--- src/rtl/pd_pkg.sv ---
package pd_pkg;

    localparam int unsigned PD_STATE_W = 3;

    typedef enum logic [PD_STATE_W-1:0] {
        PD_IDLE   = 3'b000,
        PD_GOT1   = 3'b001,
        PD_GOT11  = 3'b010,
        PD_GOT110 = 3'b011,
        PD_GOT1101 = 3'b100
    } pd_state_e;

    typedef struct packed {
        logic bit_in;
        logic valid;
    } pd_sample_t;

    // Transition function; any unused code falls back to idle.
    function automatic logic [PD_STATE_W-1:0] pd_step(
        input logic [PD_STATE_W-1:0] cur,
        input logic                  b
    );
        logic [PD_STATE_W-1:0] nxt;
        case (cur)
            PD_IDLE:    nxt = b ? PD_GOT1   : PD_IDLE;
            PD_GOT1:    nxt = b ? PD_GOT11  : PD_IDLE;
            PD_GOT11:   nxt = b ? PD_GOT11  : PD_GOT110;
            PD_GOT110:  nxt = b ? PD_GOT1101 : PD_IDLE;
            PD_GOT1101: nxt = b ? PD_GOT11  : PD_IDLE;
            default:    nxt = PD_IDLE;
        endcase
        return nxt;
    endfunction

    // Output function tied to the completing transition.
    function automatic logic pd_hit(
        input logic [PD_STATE_W-1:0] cur,
        input logic                  b
    );
        return (cur == PD_GOT1101) && b;
    endfunction

endpackage

--- src/rtl/pd_state_reg.sv ---
module pd_state_reg
    import pd_pkg::*;
#(
    parameter int unsigned W = PD_STATE_W
) (
    input  logic         clk,
    input  logic         rst,
    input  logic         load,
    input  logic [W-1:0] d,
    output logic [W-1:0] q
);
    always_ff @(posedge clk) begin
        if (rst) begin
            q <= W'(PD_IDLE);
        end else if (load) begin
            q <= d;
        end
    end
endmodule

--- src/rtl/pd_next_logic.sv ---
module pd_next_logic
    import pd_pkg::*;
(
    input  logic [PD_STATE_W-1:0] cur,
    input  pd_sample_t            smp,
    output logic [PD_STATE_W-1:0] nxt
);
    always_comb begin
        nxt = pd_step(cur, smp.bit_in);
    end
endmodule

--- src/rtl/pd_out_logic.sv ---
module pd_out_logic
    import pd_pkg::*;
(
    input  logic [PD_STATE_W-1:0] cur,
    input  pd_sample_t            smp,
    output logic                  hit
);
    always_comb begin
        hit = smp.valid && pd_hit(cur, smp.bit_in);
    end
endmodule

--- src/rtl/pattern_detector_11011.sv ---
module pattern_detector_11011
    import pd_pkg::*;
(
    input  logic clk,
    input  logic rst,
    input  logic serial_in,
    input  logic serial_valid,
    output logic match_out
);
    logic [PD_STATE_W-1:0] state_q;
    logic [PD_STATE_W-1:0] state_d;
    pd_sample_t            smp;

    always_comb begin
        smp.bit_in = serial_in;
        smp.valid  = serial_valid;
    end

    pd_next_logic u_next (
        .cur (state_q),
        .smp (smp),
        .nxt (state_d)
    );

    pd_state_reg #(.W(PD_STATE_W)) u_reg (
        .clk  (clk),
        .rst  (rst),
        .load (smp.valid),
        .d    (state_d),
        .q    (state_q)
    );

    pd_out_logic u_out (
        .cur (state_q),
        .smp (smp),
        .hit (match_out)
    );
endmodule

--- config.mk ---
export PLATFORM = sky130hd
export DESIGN_NAME = pattern_detector_11011
export DESIGN_NICKNAME = d
export VERILOG_FILES = /design/src/rtl/pd_pkg.sv /design/src/rtl/pd_state_reg.sv /design/src/rtl/pd_next_logic.sv /design/src/rtl/pd_out_logic.sv /design/src/rtl/pattern_detector_11011.sv
export SDC_FILE = /design/constraint.sdc
export NUM_CORES = 1
export LEC_CHECK = 0
export BUFFER_PORTS_ARGS = -buffer_cell sky130_fd_sc_hd__buf_2
export CAP_MARGIN = 40
export CORE_AREA = 8 8 45 47
export CTS_CLUSTER_SIZE = 16
export DETAILED_ROUTE_END_ITERATION = 10
export DIE_AREA = 0 0 53 55
export HOLD_SLACK_MARGIN = 0.08
export PLACE_DENSITY = 0.4
export SYNTH_ARGS = -nofsm -noshare
export SYNTH_HDL_FRONTEND = slang
export SYNTH_SLANG_ARGS = --single-unit
--- constraint.sdc ---
create_clock -name clk -period 1.19 [get_ports clk]
set_input_delay 0.238 -clock clk [delete_from_list [all_inputs] [get_ports clk]]
set_output_delay 0.238 -clock clk [all_outputs]
set_load 0.005 [all_outputs]
; Word level (Yosys, flattened, before mapping)
; Cells that the tools add are included.
[totals]
output_inout_bits = 1
in_bits = 4
register_bits = 3
[classes]
eq_ne = 4
mux = 5
reduce_logical = 4
[ops]
columns = operator, count
row1 = $pmux 3 s4, 1
row2 = $eq 3x2->1 const B, 2
row3 = $eq 3x1->1 const B, 1
row4 = $eq 3x3->1 const B, 1
row5 = $logic_not 3->1, 1
row6 = $mux 3, 1
row7 = $logic_and 1x1->1, 2
row8 = $mux 1, 2
row9 = $mux 2, 1
row10 = $reduce_or 2->1, 1

; Logic depth before layout (Yosys ltp)
[depth]
word_depth = 3
depth_mapped = 2
depth_no_buf = 2

; By module
; From an unflattened synthesis, not the netlist that was laid out.
[unflattened]
hier_cells = 18
area_unflattened_um2 = 167.7
[by_module_without_submodules]
columns = module, cells_each, n_inst, area_each_um2
row1 = pd_state_reg, 9, 1, 101.3
row2 = pd_next_logic, 7, 1, 53.8
row3 = pd_out_logic, 2, 1, 12.5

; Least setup slack after synthesis
; No wires, ideal clock.
[synth_path]
path_type = register to output
start = register u_reg.q[2]
end = output match_out
t_arrival_ns = 0.722
stages_incl_launch_ff = 3
path_slack_ns = 0.230
cell_sequence = dfxtp_1 > inv_1 > nor4_1
[synth_via]
elab_chain_cells = 3
[synth_lines]
columns = item, line
row1 = from (decl), pd_state_reg.sv:10  ; output logic [W-1:0] q
row2 = from (signal assigned), pd_state_reg.sv:14  ; q <= W'(PD_IDLE);
row3 = $eq 3x3->1, pd_pkg.sv:40  ; return (cur == PD_GOT1101) && b;
row4 = $logic_and 1x1->1, pd_pkg.sv:40
row5 = $logic_and 1x1->1, pd_out_logic.sv:9  ; hit = smp.valid && pd_hit(cur, smp.bit_in);
row6 = to (decl), pattern_detector_11011.sv:8  ; output logic match_out
; Every way passes these cells.

; Final worst setup path
[layout_path]
start = register u_reg.q[1]
end = output match_out
; Same word-level chain as after synthesis.

==> reports/qor.yml <==
largest-register: "u_reg.q"
seq_area_frac_synth_pct: 36.6
grt_first_pass_wirelength_um: 655
netlist_area_sq_um: 164
reg2reg_from: "u_reg.q[1]"
insertion_delay_ns: 0.23
grt_pass1_vias: 155
p_seq_share_pct: 34.6
holdWs_ns: 0.260
io_pins: 5
htree_levels: 1
nNetsFinal: 33
grt_max_degree: 7
fin_cells: 44
fp-row-count: 14
min_period_ns: 1.18
fmax_ghz: 0.850
synth_top_cell_area_share_pct: 36.6
route.detailed.drc: 0
switching_share_pct: 22.4
max_stage_delay_ns: 0.34
worst-r2r-setup-slack_ns: 0.22
tns_ns: 0
fin_crit_sh_pct: 98.8
cts_tree: "built"
antenna_found_initial: 0
clock_skew_ns: 0.00220
die_x_um: 53
synth-edff-count: 0
core-area_sq_mm: 0.00138
ys_top_cells_by_count: "3 x dfxtp_1, 2 x inv_1, 2 x xor2_1"
reg_top3: "u_reg.q (3)"
grt_usage_pct: 3.60
p_leak_nw: 0.120
cpMaxStageDelayCell: "dfxtp_4"
synth_top_area_cell: "dfxtp_1"
p_int_mw: 0.243
required_ns: 0.95
dpl_cell_area_sq_um: 211
synthFlopType: "dfxtp_1"
hold_buffers: 0
cp-end-kind: "output port"
async_flop_share_pct: 0
postLayoutCellArea_sq_um: 265
synthCells: 17
ys_ff_latch: 3
reg2regPathDepth: 3
drive_gt1_share_pct: 53.6
n_antenna_cell: 0
yosys-top-cells-area: "dfxtp_1 37%, xor2_1 11%, and4bb_1 7.6%"
root_buffer: "clkbuf_4"
cts_buffer_depth: 2
die_h_um: 55
largest_reg_flops: 3
crit_end: "match_out"
relSlewSlack_pct: 85.2
wl_um: 427
cts.sinks: 3
combPwrFrac_pct: 8.6
synth.avg_cell_area_sq_um: 9.64
fin_ws_ns: 0.0139
final-setup-viol-count: 0
ys_warn_count: 0
arrival_ns: 0.94
dieArea_sq_mm: 0.00292
startpoint_type: "flop"
grt_overflow: 0
crit_chain: "nor4_2, buf_2"
slew_violations: 0
critPathKind: "flop to output port"
hold_class: "input port to flop"
path_clk_slew_ns: 0.04
finalHoldViolCount: 0
num_vias: 170
power.density_mw_per_mm2: 1180
synth_cell_types: 13
power.switching_mw: 0.0700
place_ws_ns: 0.200
vias_per_cell: 3.86
cap_violations: 0
numCtsBuffers: 3
status: "finished clean"
portBuffers: 4
clock_power_share_pct: 56.8
critPathMaxFanout: 3
wl_per_cell_um: 9.70
yosysMostFrequentCell: "dfxtp_1"
crit_path_start: "u_reg.q[1]"
start_util_pct: 11.8
final_antenna_net_count: 0
syn_to_final_growth_pct: 61.8
drt_iter0_markers: 4
firstDrtPassIters: 2
reg2reg_to: "u_reg.q[0]"
vdd_drop_max_v: 0.000329
rsz0062_at_grt: "true"
syn_nets: 21
worst_pin_slew_ns: 0.221
gp_congestion: 0.613
dp_cells: 38
-- layer usage --
| metal | vias to the layer above | track usage [%] | routed length, um |
|---|---|---|---|
| met2 | 4 | 3.32 | 191 |
| met1 | 78 | 3.33 | 177 |
| met5 | - | 0 | 0 |
| met3 | 0 | 4.81 | 58 |
| li1 | 88 | - | - |
| met4 | 0 | 3.88 | 0 |
-- layout make-up --
class	instances	area, sq um
Timing Repair Buffer	7	42.5
Multi-Input combinational cell	12	103
Inverter	2	7.51
Clock buffer	4	26.3
Tap cell	16	20.0
Fill cell	160	1120
Sequential cell	3	66.3
-- per-stage QoR --
step           util (%)  total power, mW
6_report           19.2            0.313
5_1_grt            19.2            0.348
4_1_cts            17.8            0.323
3_5_place_dp       15.3            0.135
3_3_place_gp       15.3            0.133
2_1_floorplan         -            0.122
-- power by group through the flow --
stage	clock [mW]	combinational, mW	sequential (mW)
2_1_floorplan	0	0.0126	0.110
3_3_place_gp	0	0.0226	0.111
3_5_place_dp	0	0.0242	0.111
4_1_cts	0.190	0.0243	0.109
5_1_grt	0.210	0.0300	0.109
6_report	0.178	0.0267	0.108
-- how the worst min path moves through the flow --
| stage | from | to | slack, ns | depth (start not counted) |
|---|---|---|---|---|
| finish | rst | u_reg.q[2] | 0.26 | 2 |
| global route | rst | u_reg.q[2] | 0.25 | 2 |
| CTS | rst | u_reg.q[2] | 0.25 | 2 |
| detailed placement | u_reg.q[2] | u_reg.q[2] | 0.50 | 2 |
| global placement | rst | u_reg.q[2] | 0.49 | 2 |
| floorplan | rst | u_reg.q[2] | 0.34 | 1 |
-- cell usage in the layout (no fill, tap or decap), drive strengths merged --
master	instances
buf	7
clkbuf	4
dfxtp	3
xor2	2
inv	2
nand2	1
nor4	1
nor2	1
nor3b	1
a41o	1
nand4bb	1
o32ai	1
o21ai	1
and4bb	1
a32o	1
-- worst max-delay path, delay by kind of cell (launching register included) --
kind	cells	cell delay (ns)
flops	1	0.34
simple gates	1	0.22
buf+inv	1	0.15
-- cell families after synthesis --
logic type | Yosys count | synth area share, %
AO/OA/AOI/OAI | 4 | 20.6
XOR/XNOR | 2 | 10.7
buffers and inverters | 2 | 4.58
flip-flops | 3 | 36.6
AND/OR/NAND/NOR | 6 | 27.5
-- timing repair --
item,in CTS,in global routing
gates resized for setup,2,4
buffers inserted,1,1
gates cloned,0,0
setup endpoints to repair,1,1
pin swaps,1,1
Power figures use the tool's default switching activity.
